## src/rtl/enh_lock_pkg.sv

```systemverilog
package enh_lock_pkg;

  localparam int ELK_DW      = 8;
  localparam int ELK_AW      = 3;
  localparam int ELK_NCTL    = 4;
  localparam int ELK_NREG    = ELK_NCTL + 1;
  localparam int ELK_OPENBIT = 4;

  typedef enum logic [ELK_AW-1:0] {
    ADDR_IEN  = 3'd0,
    ADDR_IST  = 3'd1,
    ADDR_FCTL = 3'd2,
    ADDR_MCTL = 3'd3,
    ADDR_FEAT = 3'd4
  } elk_addr_e;

  // protected-field mask for each control register index
  function automatic logic [ELK_DW-1:0] prot_mask(input int idx);
    logic [ELK_DW-1:0] m;
    case (idx)
      0:       m = 8'hF0;
      1:       m = 8'h30;
      2:       m = 8'h30;
      3:       m = 8'hE0;
      default: m = 8'h00;
    endcase
    return m;
  endfunction

endpackage

```

## src/rtl/enh_lock_rst_sync.sv

```systemverilog
module enh_lock_rst_sync (
  input  logic clk,
  input  logic rst_ni,
  output logic rst_sync_no
);

  logic [1:0] sync_q;
  logic [1:0] sync_d;

  always_comb begin
    sync_d = {sync_q[0], 1'b1};
  end

  always_ff @(posedge clk or negedge rst_ni) begin
    if (!rst_ni) begin
      sync_q <= 2'b00;
    end else begin
      sync_q <= sync_d;
    end
  end

  assign rst_sync_no = sync_q[1];

endmodule

```

## src/rtl/enh_lock_wr_dec.sv

```systemverilog
module enh_lock_wr_dec #(
  parameter int AW   = 3,
  parameter int NREG = 5
) (
  input  logic            wr_en_i,
  input  logic [AW-1:0]   wr_addr_i,
  output logic [NREG-1:0] we_o
);

  for (genvar k = 0; k < NREG; k++) begin : g_sel
    assign we_o[k] = wr_en_i && (wr_addr_i == AW'(k));
  end

endmodule

```

## src/rtl/enh_lock_field_reg.sv

```systemverilog
module enh_lock_field_reg #(
  parameter int            DW   = 8,
  parameter logic [DW-1:0] MASK = '0
) (
  input  logic          clk,
  input  logic          rst_ni,
  input  logic          we_i,
  input  logic          unlock_i,
  input  logic [DW-1:0] wdata_i,
  output logic [DW-1:0] q_o
);

  logic [DW-1:0] q_r;
  logic [DW-1:0] q_d;
  logic [DW-1:0] prot_src;

  // protected bits come from the write data only while unlocked
  always_comb begin
    prot_src = unlock_i ? wdata_i : q_r;
    q_d      = (wdata_i & ~MASK) | (prot_src & MASK);
  end

  always_ff @(posedge clk or negedge rst_ni) begin
    if (!rst_ni) begin
      q_r <= '0;
    end else if (we_i) begin
      q_r <= q_d;
    end
  end

  assign q_o = q_r;

endmodule

```

## src/rtl/enh_lock_rd_mux.sv

```systemverilog
module enh_lock_rd_mux #(
  parameter int DW   = 8,
  parameter int AW   = 3,
  parameter int NREG = 5
) (
  input  logic [AW-1:0]            rd_addr_i,
  input  logic [NREG-1:0][DW-1:0]  regs_i,
  output logic [DW-1:0]            rd_data_o
);

  always_comb begin
    rd_data_o = '0;
    for (int k = 0; k < NREG; k++) begin
      if (rd_addr_i == AW'(k)) begin
        rd_data_o = regs_i[k];
      end
    end
  end

endmodule

```

## src/rtl/enh_reg_lock.sv

```systemverilog
module enh_reg_lock
  import enh_lock_pkg::*;
#(
  parameter int DW      = ELK_DW,
  parameter int AW      = ELK_AW,
  parameter int OPENBIT = ELK_OPENBIT
) (
  input  logic          clk,
  input  logic          rst_n,
  input  logic          wr_en,
  input  logic [AW-1:0] wr_addr,
  input  logic [DW-1:0] wr_data,
  input  logic [AW-1:0] rd_addr,
  output logic [DW-1:0] rd_data,
  output logic [DW-1:0] ien_q,
  output logic [DW-1:0] ist_q,
  output logic [DW-1:0] fctl_q,
  output logic [DW-1:0] mctl_q,
  output logic [DW-1:0] feat_q,
  output logic          enh_open
);

  localparam int NCTL = ELK_NCTL;
  localparam int NREG = NCTL + 1;
  localparam int FIDX = NCTL;

  logic                    rst_sync_n;
  logic [NREG-1:0]         we;
  logic [NREG-1:0][DW-1:0] regs_q;
  logic                    open_q;

  enh_lock_rst_sync u_rst (
    .clk         (clk),
    .rst_ni      (rst_n),
    .rst_sync_no (rst_sync_n)
  );

  enh_lock_wr_dec #(.AW(AW), .NREG(NREG)) u_dec (
    .wr_en_i   (wr_en),
    .wr_addr_i (wr_addr),
    .we_o      (we)
  );

  assign open_q = regs_q[FIDX][OPENBIT];

  for (genvar k = 0; k < NCTL; k++) begin : g_ctl
    enh_lock_field_reg #(
      .DW   (DW),
      .MASK (DW'(prot_mask(k)))
    ) u_reg (
      .clk      (clk),
      .rst_ni   (rst_sync_n),
      .we_i     (we[k]),
      .unlock_i (open_q),
      .wdata_i  (wr_data),
      .q_o      (regs_q[k])
    );
  end

  // feature register: no protected bits
  enh_lock_field_reg #(.DW(DW), .MASK('0)) u_feat (
    .clk      (clk),
    .rst_ni   (rst_sync_n),
    .we_i     (we[FIDX]),
    .unlock_i (1'b0),
    .wdata_i  (wr_data),
    .q_o      (regs_q[FIDX])
  );

  enh_lock_rd_mux #(.DW(DW), .AW(AW), .NREG(NREG)) u_rd (
    .rd_addr_i (rd_addr),
    .regs_i    (regs_q),
    .rd_data_o (rd_data)
  );

  assign ien_q    = regs_q[0];
  assign ist_q    = regs_q[1];
  assign fctl_q   = regs_q[2];
  assign mctl_q   = regs_q[3];
  assign feat_q   = regs_q[FIDX];
  assign enh_open = open_q;

endmodule

```

## config.mk

```make
export PLATFORM = sky130hd
export DESIGN_NAME = enh_reg_lock
export DESIGN_NICKNAME = d
export VERILOG_FILES = /design/src/rtl/enh_lock_pkg.sv /design/src/rtl/enh_lock_rst_sync.sv /design/src/rtl/enh_lock_wr_dec.sv /design/src/rtl/enh_lock_field_reg.sv /design/src/rtl/enh_lock_rd_mux.sv /design/src/rtl/enh_reg_lock.sv
export SDC_FILE = /design/constraint.sdc
export NUM_CORES = 1
export LEC_CHECK = 0
export ABC_AREA = 1
export BUFFER_PORTS_ARGS = -buffer_cell sky130_fd_sc_hd__buf_2
export CAP_MARGIN = 20
export CORE_MARGIN = 2
export CORE_UTILIZATION = 45
export DETAILED_ROUTE_END_ITERATION = 8
export PLACE_DENSITY_LB_ADDON = 0.05
export SYNTH_ARGS = -nofsm -noshare
export SYNTH_HDL_FRONTEND = slang
export SYNTH_SLANG_ARGS = --single-unit
```

## constraint.sdc

```tcl
create_clock -name clk -period 1.2 [get_ports clk]
set_input_delay 0.06 -clock clk [delete_from_list [all_inputs] [get_ports clk]]
set_output_delay 0.06 -clock clk [all_outputs]
set_load 0.1 [all_outputs]
```

==> results.json <==
{
  "post_synth_num_cell_types": 17,
  "finalInstanceArea_um2": 3410,
  "placed_cells_incl_taps": 354,
  "place.gp.congestion": 0.8618,
  "nFillCells": 241,
  "boundaryPins": 66,
  "rsz0062_at_grt": "yes",
  "cts_tree": "built",
  "setup_ws_ns": -0.1980,
  "final.setup_skew_ns": 0.003828,
  "detailroute.via_count": 2028,
  "met3_wl_um": 473,
  "criticalPathCategory": "reg -> out",
  "timing.critical_path.slowest_cell_delay_ns": 0.49,
  "antenna_violating_nets_post_route": 0,
  "max_freq_mhz": 715.3,
  "synthesized_area_per_cell_um2": 8.149,
  "critPathCaptureType": "primary output",
  "holdCritPathClass": "in -> reg",
  "ir_drop_v": 0.001432,
  "result_of_the_run": "finished with violations",
  "coreArea_um2": 4058,
  "violations_in_the_final_reports": "negative setup slack",
  "clk_latency_ns": 0.29,
  "post_drt_via_cell_ratio": 5.268,
  "remaining_drc_errors": 0,
  "worst_setup_hold_path_clk_slew_ns": 0.08,
  "netlist_area_um2": 1923,
  "final_net_count": 351,
  "clockRootBuffer": "clkbuf_8",
  "setup-violations-final": 10,
  "synth_warnings": 0,
  "floorplan.die_area_um2": 4812,
  "clock_tree.htree_level_count": 2,
  "grt_max_degree": 27,
  "wl_per_cell_um": 15.56,
  "wl_met1_mm": 2.401,
  "r2r_setup_slack_ns": 0.12,
  "first_global_vias": 2017,
  "multi_input_comb_area_um2": 937.1,
  "critPathMaxFanout": 2,
  "finalCriticalPeriod_ns": 1.398,
  "cap_viol_max_count": 0,
  "finalCritPeriodShare_pct": 116.5,
  "total_power_uw": 7878,
  "synth-seq-area-share_pct": 54.65,
  "routed_wirelength_mm": 5.990,
  "uppermost_signal_routing_layer_after_detailed_routing": "met4",
  "grt.overflow.total": 0,
  "clock_tree.buffer_depth": 2,
  "chipHeight_um": 69.37,
  "total_leakage_power_uw": 0.001615,
  "grt_antenna_before_repair": 0,
  "crit_path_top_delay_cell": "dfrtp_4",
  "timing.critical_path.cells": "nand4_1, nand2_1, nor2_2, nand3_4, buf_12",
  "fin_setup_tns_ns": -1.453,
  "placement.cell_area_um2": 3063,
  "synthCells": 236,
  "cp_data_required_time_ns": 1.14,
  "instances_no_fill": 385,
  "drt_pass1_iterations": 5,
  "mappedNetlistNets": 253,
  "layout-area-overhead-vs-synth_pct": 77.29,
  "dp.final_hpwl_mm": 4.238,
  "hold_violations": 0,
  "clock_sink_count": 42,
  "floorplan.initialDensity_pct": 47.39,
  "worst_endpoint_data_arrival_time_ns": 1.34,
  "ff_latch_area_um2": 1157,
  "met2RoutedLength_mm": 3.089,
  "start_kind": "flop",
  "postSynthRegisterBits": 42,
  "antenna-diode-count": 0,
  "global_route.usage.total_pct": 25.99,
  "cell_row_count": 23,
  "placement.io_buffers": 65,
  "fp.dieW_um": 69.37,
  "wire_length_of_the_first_global_routing_pass_mm": 9.832,
  "p_per_area_nw_per_um2": 2311,
  "cts_inserted_buffers": 5,
  "detail_route.iter0.violations": 279,
  "drv_slew": 0,
  "drive_gt1_share_pct": 54.63
}
## placed cells by master, fill, tap and decap left out, types with 8 or more instances in the layout
cell	count
nand3_2	9
buf_2	33
buf_12	31
clkbuf_8	8
inv_1	16
nor2_1	11
o21ai_0	40
buf_4	27
nand3_4	8
nand2_1	67
nand4_1	8
dfrtp_4	22
dfrtp_2	19
## through the flow
step                      setup WS, ns  hold WS (ns)  utilization, %
final                          -0.1980       0.03311           84.03
after CTS                      -0.2440       0.01738           81.71
after floorplan                -0.1235       -0.2356               -
after global routing           -0.2911       0.03509           84.03
after global placement         0.07400       -0.1540           75.49
after detailed placement       0.05166       -0.1500           75.49
## path summary, 6_finish.rpt
path	start	endpoint	cells past startpoint
setup / recovery	g_ctl[1].u_reg.q_o[3]	rd_data[3]	5
hold / removal	wr_data[4]	flop	3
setup reg to reg	u_feat.q_o[4]	flop	4
hold reg to reg	u_rst.sync_q[1]	g_ctl[2].u_reg.q_o[7]	1
max in group asynchronous	u_rst.sync_q[1]	g_ctl[1].u_reg.q_o[3]	1
min in group asynchronous	rst_n	u_rst.sync_q[1]	2
## cells in the mapped netlist
master    instances  area, µm²
nand2_1          70      262.8
buf_6             1      11.26
nand4_1           8      50.05
conb_1            1      3.750
dfrtp_1          42       1051
buf_2             3      15.01
inv_1            20      75.07
buf_4             2      15.01
inv_2             2      7.510
nor2_1           21      78.83
buf_1             1      3.750
nand3_1          20      100.1
nand3b_1          1      7.510
o21ai_0          40      200.2
nor2_4            1      11.26
nand3_2           1      10.01
nor3_2            2      20.02
## final cells by class
cell class                      instances  share of cell area [%]
Tap cell                               50                   1.835
Clock buffer                            8                   3.229
Sequential cell                        42                   33.94
Timing Repair Buffer                   98                   30.97
Inverter                               22                   2.532
Multi-Input combinational cell        165                   27.49
## repair_timing
item,4_1_cts,5_1_grt
pin swaps,15,16
cloned,0,0
endpoints found under the hold margin,4,0
setup buffers,12,8
setup endpoints to repair,8,12
hold buffers,3,0
gates resized for setup,7,12
## worst max-delay path, delay by kind of cell (launching register included)
family | cells | cell delay [ns]
buffers and inverters | 1 | 0.17
flip-flops | 1 | 0.49
AND/OR/NAND/NOR | 4 | 0.40
## cells by family after synthesis
family / after synthesis / share of synthesized area, %
and+or+nand+nor: 124 / 28.11
DFF: 42 / 54.65
AOI/OAI and AO/OA: 40 / 10.41
buffers and inverters: 29 / 6.636
other: 1 / 0.1950
## routing by layer
| metal | track usage, % | up-vias |
|---|---|---|
| met1 | 34.50 | 971 |
| li1 | - | 956 |
| met5 | 0 | - |
| met4 | 5.011 | 0 |
| met2 | 44.12 | 97 |
| met3 | 5.669 | 4 |
## where the power goes
group / total (µW) / internal [µW] / leakage (µW) / switching, µW
combinational: 4710 / 1360 / 0.00108 / 3350
sequential: 2130 / 1860 / 0.000475 / 272
clock: 1040 / 581 / 0.0000575 / 459
total: 7880 / 3790 / 0.00161 / 4080
(Power assumes the default switching activity.)
